**src/rtl/uart_rb_pkg.sv**
```systemverilog
package uart_rb_pkg;
  localparam int DW = 8;
  localparam int AW = 3;

  typedef enum logic [1:0] {
    SRC_MODEM = 2'b00,
    SRC_THRE  = 2'b01,
    SRC_RX    = 2'b10,
    SRC_LINE  = 2'b11
  } src_e;

  localparam logic [AW-1:0] A_DATA = 3'd0;
  localparam logic [AW-1:0] A_IER  = 3'd1;
  localparam logic [AW-1:0] A_IIR  = 3'd2;
  localparam logic [AW-1:0] A_LCR  = 3'd3;
  localparam logic [AW-1:0] A_MCR  = 3'd4;
  localparam logic [AW-1:0] A_LSR  = 3'd5;
  localparam logic [AW-1:0] A_MSR  = 3'd6;

  // identification byte: active-low pending flag in bit 0, source in 2:1
  function automatic logic [DW-1:0] iir_pack(input logic pend, input src_e src);
    return {5'b0, src, ~pend};
  endfunction

  function automatic logic [DW-1:0] lsr_pack(input logic rdy, input logic [3:0] err,
                                             input logic thre, input logic temt);
    return {1'b0, temt, thre, err, rdy};
  endfunction
endpackage

```
**src/rtl/uart_rb_status.sv**
```systemverilog
module uart_rb_status #(
  parameter int NERR  = 4,
  parameter int NLINE = 4
) (
  input  logic             clk,
  input  logic             rst_n,
  input  logic             rd_lsr,
  input  logic             rd_msr,
  input  logic [NERR-1:0]  err_ev,
  input  logic [NLINE-1:0] lines,
  output logic [NERR-1:0]  err_q,
  output logic [NLINE-1:0] delta_q,
  output logic [NLINE-1:0] level_q
);
  logic [NLINE-1:0] line_chg;
  logic [NLINE-1:0] delta_nxt;
  logic             err_quiet;

  assign line_chg  = lines ^ level_q;
  assign err_quiet = (err_ev == '0);

  for (genvar i = 0; i < NLINE; i++) begin : g_delta
    assign delta_nxt[i] = (delta_q[i] & ~rd_msr) | line_chg[i];

    msr_delta_chk: assert property (@(posedge clk) disable iff (!rst_n)
      line_chg[i] |=> delta_q[i]);
  end

  always_ff @(posedge clk) begin
    if (!rst_n) begin
      err_q   <= '0;
      delta_q <= '0;
      level_q <= '0;
    end else begin
      err_q   <= (rd_lsr ? '0 : err_q) | err_ev;
      delta_q <= delta_nxt;
      level_q <= lines;
    end
  end


  lsr_clr_chk: assert property (@(posedge clk) disable iff (!rst_n)
    (rd_lsr && err_quiet) |=> (err_q == '0));

  lsr_keep_chk: assert property (@(posedge clk) disable iff (!rst_n)
    (rd_lsr && !err_quiet) |=> (err_q == $past(err_ev)));
endmodule

```
**src/rtl/uart_rb_irq.sv**
```systemverilog
module uart_rb_irq
  import uart_rb_pkg::*;
#(
  parameter int IER_W = 4
) (
  input  logic             clk,
  input  logic             rst_n,
  input  logic [IER_W-1:0] ier,
  input  logic             err_any,
  input  logic             rx_rdy,
  input  logic             thr_empty,
  input  logic             thr_wr,
  input  logic             iir_rd,
  input  logic             modem_any,
  output src_e             src,
  output logic             pend,
  output logic             thre_pend
);
  logic thr_prev;
  logic thre_rise;
  logic thre_clr;
  logic line_req, rx_req, thre_req, modem_req;

  assign thre_rise = thr_empty & ~thr_prev;
  assign thre_clr  = thr_wr | (iir_rd & pend & (src == SRC_THRE));

  always_ff @(posedge clk) begin
    if (!rst_n) begin
      thr_prev  <= 1'b1;
      thre_pend <= 1'b0;
    end else begin
      thr_prev  <= thr_empty;
      thre_pend <= thre_rise | (thre_pend & ~thre_clr);
    end
  end

  assign line_req  = ier[2] & err_any;
  assign rx_req    = ier[0] & rx_rdy;
  assign thre_req  = ier[1] & thre_pend;
  assign modem_req = ier[3] & modem_any;

  always_comb begin
    pend = 1'b1;
    if (line_req)       src = SRC_LINE;
    else if (rx_req)    src = SRC_RX;
    else if (thre_req)  src = SRC_THRE;
    else begin
      src  = SRC_MODEM;
      pend = modem_req;
    end
  end


  line_first_chk: assert property (@(posedge clk) disable iff (!rst_n)
    (ier[2] && err_any) |-> (pend && src == SRC_LINE));

  thre_set_chk: assert property (@(posedge clk) disable iff (!rst_n)
    thre_rise |=> thre_pend);

  thre_clr_chk: assert property (@(posedge clk) disable iff (!rst_n)
    (thr_wr && !thre_rise) |=> !thre_pend);
endmodule

```
**src/rtl/uart_regbank.sv**
```systemverilog
module uart_regbank
  import uart_rb_pkg::*;
#(
  parameter int IER_W = 4,
  parameter int MCR_W = 6,
  parameter int NERR  = 4,
  parameter int NLINE = 4
) (
  input  logic             clk,
  input  logic             rst_n,
  input  logic             cs,
  input  logic             wr_en,
  input  logic             rd_en,
  input  logic [AW-1:0]    addr,
  input  logic [DW-1:0]    wdata,
  output logic [DW-1:0]    rdata,
  input  logic [DW-1:0]    rx_byte,
  input  logic             rx_ready,
  input  logic [NERR-1:0]  line_err_ev,
  input  logic             thr_empty,
  input  logic             tx_empty,
  input  logic [NLINE-1:0] modem_in,
  output logic [DW-1:0]    tx_byte,
  output logic             tx_load,
  output logic             rx_pop,
  output logic [2*DW-1:0]  divisor,
  output logic [DW-1:0]    line_ctrl,
  output logic [MCR_W-1:0] modem_ctrl,
  output logic [DW-1:0]    fifo_ctrl,
  output logic             fifo_wr,
  output logic             irq_out
);
  localparam int IER_PAD = DW - IER_W;
  localparam int MCR_PAD = DW - MCR_W;

  logic [DW-1:0]    lcr_q, dll_q, dlm_q, fcr_q;
  logic [IER_W-1:0] ier_q;
  logic [MCR_W-1:0] mcr_q;
  logic             dlab, wr_s, rd_s, thr_wr;
  logic [NERR-1:0]  err_q;
  logic [NLINE-1:0] delta_q, level_q;
  src_e             src;
  logic             pend, thre_pend;

  assign dlab   = lcr_q[DW-1];
  assign wr_s   = cs & wr_en;
  assign rd_s   = cs & rd_en;
  assign thr_wr = wr_s & (addr == A_DATA) & ~dlab;
  assign rx_pop = rd_s & (addr == A_DATA) & ~dlab;

  always_ff @(posedge clk) begin
    if (!rst_n) begin
      lcr_q   <= '0;
      dll_q   <= '0;
      dlm_q   <= '0;
      fcr_q   <= '0;
      ier_q   <= '0;
      mcr_q   <= '0;
      tx_byte <= '0;
      tx_load <= 1'b0;
      fifo_wr <= 1'b0;
    end else begin
      tx_load <= thr_wr;
      fifo_wr <= wr_s & (addr == A_IIR);
      if (thr_wr) tx_byte <= wdata;
      if (wr_s) begin
        case (addr)
          A_DATA: if (dlab) dll_q <= wdata;
          A_IER:  if (dlab) dlm_q <= wdata; else ier_q <= wdata[IER_W-1:0];
          A_IIR:  fcr_q <= wdata;
          A_LCR:  lcr_q <= wdata;
          A_MCR:  mcr_q <= wdata[MCR_W-1:0];
          default: ;
        endcase
      end
    end
  end

  uart_rb_status #(.NERR(NERR), .NLINE(NLINE)) u_status (
    .clk     (clk),
    .rst_n   (rst_n),
    .rd_lsr  (rd_s & (addr == A_LSR)),
    .rd_msr  (rd_s & (addr == A_MSR)),
    .err_ev  (line_err_ev),
    .lines   (modem_in),
    .err_q   (err_q),
    .delta_q (delta_q),
    .level_q (level_q)
  );

  uart_rb_irq #(.IER_W(IER_W)) u_irq (
    .clk       (clk),
    .rst_n     (rst_n),
    .ier       (ier_q),
    .err_any   (|err_q),
    .rx_rdy    (rx_ready),
    .thr_empty (thr_empty),
    .thr_wr    (thr_wr),
    .iir_rd    (rd_s & (addr == A_IIR)),
    .modem_any (|delta_q),
    .src       (src),
    .pend      (pend),
    .thre_pend (thre_pend)
  );

  always_comb begin
    case (addr)
      A_DATA:  rdata = dlab ? dll_q : rx_byte;
      A_IER:   rdata = dlab ? dlm_q : {{IER_PAD{1'b0}}, ier_q};
      A_IIR:   rdata = iir_pack(pend, src);
      A_LCR:   rdata = lcr_q;
      A_MCR:   rdata = {{MCR_PAD{1'b0}}, mcr_q};
      A_LSR:   rdata = lsr_pack(rx_ready, err_q, thr_empty, tx_empty);
      A_MSR:   rdata = {level_q, delta_q};
      default: rdata = '0;
    endcase
  end

  assign divisor    = {dlm_q, dll_q};
  assign line_ctrl  = lcr_q;
  assign modem_ctrl = mcr_q;
  assign fifo_ctrl  = fcr_q;
  assign irq_out    = pend;


  tx_load_chk: assert property (@(posedge clk) disable iff (!rst_n)
    (wr_s && addr == A_DATA && !dlab) |=> (tx_load && tx_byte == $past(wdata)));

  dlab_no_tx_chk: assert property (@(posedge clk) disable iff (!rst_n)
    (wr_s && addr == A_DATA && dlab) |=> !tx_load);

  dlab_ier_hold_chk: assert property (@(posedge clk) disable iff (!rst_n)
    (wr_s && addr == A_IER && dlab) |=> $stable(ier_q));

  fifo_wr_chk: assert property (@(posedge clk) disable iff (!rst_n)
    (wr_s && addr == A_IIR) |=> (fifo_wr && fifo_ctrl == $past(wdata)));
endmodule

```
**config.mk**
```make
export PLATFORM = sky130hd
export DESIGN_NAME = uart_regbank
export DESIGN_NICKNAME = d
export VERILOG_FILES = /design/src/rtl/uart_rb_pkg.sv /design/src/rtl/uart_rb_status.sv /design/src/rtl/uart_rb_irq.sv /design/src/rtl/uart_regbank.sv
export SDC_FILE = /design/constraint.sdc
export NUM_CORES = 1
export LEC_CHECK = 0
export ABC_AREA = 1
export BUFFER_PORTS_ARGS = -buffer_cell sky130_fd_sc_hd__buf_2
export CORE_AREA = 2 2 115 117
export DETAILED_ROUTE_END_ITERATION = 10
export DIE_AREA = 0 0 117 119
export PLACE_DENSITY = 0.41
export SETUP_SLACK_MARGIN = 0.3
export SLEW_MARGIN = 20
export SYNTH_ARGS = -nofsm -noshare
export SYNTH_HDL_FRONTEND = slang
export SYNTH_SLANG_ARGS = --single-unit
```
**constraint.sdc**
```tcl
create_clock -name clk -period 1.35 [get_ports clk]
set_input_delay 0.2025 -clock clk [delete_from_list [all_inputs] [get_ports clk]]
set_output_delay 0.2025 -clock clk [all_outputs]
set_load 0.03 [all_outputs]
```
Word-level counts from Yosys, hierarchy flattened
Index checks and enable logic that the tools add are counted.
{"block": "op_classes", "n_reduce_logical": 9, "bitwise_logic": 35, "muxes": 10, "n_eq_ne": 7}
{"op": "$pmux 8 s7", "count": 1}
{"op": "$and 1x1->1", "count": 22}
{"op": "$mux 8", "count": 2}
{"op": "$eq 3x3->1 const B", "count": 3}
{"op": "$reduce_and 3->1", "count": 3}
{"op": "$reduce_or 4->1", "count": 2}
{"op": "$eq 3x2->1 const B", "count": 2}
{"op": "$or 1x1->1", "count": 6}
{"op": "$reduce_and 2->1", "count": 3}
{"op": "$not 1->1", "count": 5}
{"op": "$mux 1", "count": 4}
{"op": "$mux 2", "count": 2}
{"op": "$mux 4", "count": 1}
{"op": "$or 4x4->4", "count": 1}
{"op": "$xor 4x4->4", "count": 1}
{"op": "$eq 3x1->1 const B", "count": 1}
{"op": "$logic_not 3->1", "count": 1}
{"op": "$eq 2x1->1 const B", "count": 1}
{"block": "totals", "inputBits": 35, "out_inout_bits": 58, "elab_cells": 75, "ff_bits": 66}

Logic depth before layout (Yosys ltp)
{"block": "logic_depth", "word_depth": 11, "ltp_mapped": 7, "depth_no_buf": 7}

Hierarchy
Synthesis repeated with hierarchy kept, for this count alone.
{"block": "hier_totals", "hier_cells": 518, "area_unflattened_um2": 3395.8}
{"mod": "uart_regbank", "seq_area_each_um2": 1041.0, "n_inst": 1, "area_per_inst_um2": 2827.7, "cells_each": 435}
{"mod": "uart_rb_status", "seq_area_each_um2": 240.2, "n_inst": 1, "area_per_inst_um2": 452.9, "cells_each": 64}
{"mod": "uart_rb_irq", "seq_area_each_um2": 40.0, "n_inst": 1, "area_per_inst_um2": 115.1, "cells_each": 19}

Worst setup path after synthesis
OpenSTA, ideal clock, no wires.
{"block": "synth_path", "path_type": "register to output", "start": "register lcr_q[7], in the netlist line_ctrl[7]", "end": "output rdata[3]", "path_slack_ns": -0.351, "arrival_ns": 1.499, "stages_incl_launch_ff": 8, "required_time_ns": 1.148, "path_buffers": 0, "cell_sequence": "dfxtp_1 > inv_2 > nand3_1 > inv_1 > nand2_1 > o21ai_0 > inv_1 > nand4_1"}
{"block": "synth_via", "elab_chain_len": 2, "word_cells_on_any_way": 3, "classes_between": "mux: 3"}
{"item": "start, declared", "line_no": "uart_regbank.sv:36", "text": "logic [DW-1:0] lcr_q, dll_q, dlm_q, fcr_q;"}
{"item": "start signal, assigned", "line_no": "uart_regbank.sv:71", "text": "A_LCR: lcr_q <= wdata;"}
{"item": "$mux 8 (on tied branches)", "line_no": "uart_regbank.sv:109, uart_regbank.sv:108"}
{"item": "$pmux 8 s7 *", "line_no": "uart_regbank.sv:107", "text": "case (addr)"}
{"item": "end, declared", "line_no": "uart_regbank.sv:16", "text": "output logic [DW-1:0] rdata,"}
Every way passes the cells marked *; elsewhere a longest branch is shown, timed or not.

Final worst setup path
{"block": "layout_path", "start": "register lcr_q[7], in the netlist line_ctrl[7]", "end": "output rdata[2]"}
The elaborated chain is that of the path after synthesis.

==> impl_metrics.tcl <==
set metrics [dict create \
    synth_seq_area_share 0.464 \
    vias 3141 \
    vdd_drop_max_uv 413 \
    cts-buffers-inserted 9 \
    synth_cell_type_count 24 \
    synth_cells 404 \
    antenna_found_initial 0 \
    drcViolationCount 0 \
    track_usage 0.161 \
    powerDensity_nw_per_um2 993 \
    drt_iter0_markers 94 \
    place_congestion 0.778 \
    clockRootBuffer "clkbuf_16" \
    cp-end-kind "output pin" \
    post-dp-hpwl_microns 7940 \
    fmax_mhz 625 \
    finalCritPeriodShare 1.19 \
    layout-drive-gt1-share 0.553 \
    syn2layout_area_growth_pct 81.2 \
    first_global_vias 3173 \
    tritoncts "yes" \
    max_cap_viol_count 0 \
    start_util 0.221 \
    cts.sinks 66 \
    ant_nets 0 \
    violations "negative setup slack" \
    io_buffers 92 \
    syn_avg_cell_area_sq_um 7.05 \
    critPathArrivalTime_ns 1.40 \
    rsz0062_at_grt "true" \
    status "complete, but fails checks" \
    die-area_sq_um 13900 \
    layout_commonest_cell "nor2_1" \
    drt-vias-per-instance 4.30 \
    cp_max_fo 5 \
    clock_latency_ns 0.33 \
    final_util 0.401 \
    worst_setup_path_start_kind "register" \
    crit_required_ns 1.15 \
    yosys_warnings 0 \
    grt_pass1_wl_microns 16700 \
    finalSetupTns_ns -1.97 \
    syn_area_sq_um 2850 \
    path_clk_slew_ns 0.06 \
    num_rows 42 \
    period_needed_ns 1.60 \
    drtPass1Iterations 4 \
    rr_worst_depth 8 \
    synth_edf_count 0 \
    insertedDiodeCount 0 \
    max_slew_margin 0.675 \
    cts_hold_buf 0 \
    fin_worst_skew_ns 0.00542 \
    mostFrequentLayoutCells "76 x nor2_1, 72 x buf_6, 52 x nand2_1" \
    ys_async_sr_fraction 0 \
    grt_overflow 0 \
    p_leak_nw 2.27 \
    fp.dieH_microns 119 \
    wl_per_cell_microns 14.8 \
    slew_violations 0 \
    fin_ws_ns -0.250 \
    hold_depth 3 \
    worst_slew_pin_slew_ns 0.488 \
    synth_flop_cell "dfxtp_1" \
    grt_max_degree 25 \
    ys_ff_latch 66 \
    hold_viol 0 \
    clockBufferDepth 2 \
    power.total_mw 5.12 \
    fillers 1337 \
    critPathKind "reg2out" \
    die_x_microns 117 \
    wirelength_microns 10800 \
    setup_viol 10 \
    holdCritPathClass "in2reg" \
    core_sq_um 12900 \
    synthesis.nets 439 \
    ioPinCount 93 \
    htreeDepth 3 \
    fin_nets 585 \
]
## where the power goes
group	internal, mW	switching [mW]
Combinational	0.273	0.381
Clock	1.54	0.906
Sequential	1.98	0.0416
Total	3.79	1.33
## sequential cells by signal (all words and copies together) (netlist names), 4 cells and up
name / count
u_status.level_q: 4
u_status.err_q: 4
dlm_q: 8
u_status.delta_q: 4
tx_byte: 8
modem_ctrl: 6
ier_q: 4
line_ctrl: 8
dll_q: 8
fifo_ctrl: 8
## worst paths after layout
kind / to / slack [ns] / startpoint
max: rdata[2] / -0.25 / line_ctrl[7]
min: u_status.level_q[1] / 0.07 / modem_in[1]
max reg2reg: dll_q[3] / 0.07 / line_ctrl[7]
min reg2reg: u_status.delta_q[2] / 0.47 / u_status.delta_q[2]
## area by class of cell
cell class | instances | area (sq um) | area share
flip-flops and latches | 66 | 1410 | 0.274
multi-input cells | 290 | 1700 | 0.330
repair inverters | 1 | 7.51 | 0.00145
clock inverters | 5 | 61.3 | 0.0119
inverters | 42 | 206 | 0.0400
repair buffers | 140 | 1300 | 0.252
clock buffers | 11 | 253 | 0.0490
well taps | 176 | 220 | 0.0427
## per-stage QoR
| stage | cells | instance area (sq um) | worst slack, ns | hold slack (ns) |
|---|---|---|---|---|
| final | 731 | 5160 | -0.250 | 0.0740 |
| after global placement | 698 | 3840 | -0.213 | 0.408 |
| after detailed placement | 698 | 3840 | -0.259 | 0.416 |
| after global routing | 731 | 5160 | -0.340 | 0.0769 |
| after floorplan | 404 | 2910 | 0.0735 | 0.296 |
| after CTS | 716 | 4750 | -0.239 | 0.0673 |
## routing by layer
| layer | vias to the layer above | global-route usage | share of wire |
|---|---|---|---|
| li1 | 1598 | - | - |
| met1 | 1468 | 0.201 | 0.44 |
| met2 | 67 | 0.273 | 0.50 |
| met3 | 8 | 0.0392 | 0.047 |
| met4 | 0 | 0.0463 | 0.014 |
| met5 | - | 0 | 0 |
## logic make-up after synthesis
kind of cell,count (synthesis),share of synthesized area
and+or+nand+nor,192,0.290
buffers and inverters,50,0.0685
AOI/OAI and AO/OA,92,0.166
xor gates and xnor gates,4,0.0123
DFF,66,0.464
## cells in the mapped netlist (3+ instances only)
master    instances  area share
nand4_1           6       0.013
a21oi_1          23       0.040
nand2_4           3       0.012
nor2_1           99        0.13
o21ai_0          65        0.11
nand2_1          66       0.087
inv_2             6      0.0079
dfxtp_1          66        0.46
clkbuf_1          7      0.0092
xnor2_1           4       0.012
nand3_1           9       0.016
nor2_4            5       0.020
inv_1            34       0.045
## what timing repair did
action                                  in CTS  in global routing
cloned                                       0                  3
setup buffers                                2                 12
resized for setup                          216                 97
endpoints found under the setup margin      95                 95
pin swaps                                   23                 13
endpoints found under the hold margin        0                  0
## critical path: stages, from the launching register on
cell and delay (ns):
dfxtp_4 0.37, buf_6 0.14, nand2_2 0.05, o21ai_2 0.05
a21oi_2 0.14, o211ai_1 0.12, buf_4 0.19
Note: power is estimated with default switching activity, not from simulation.
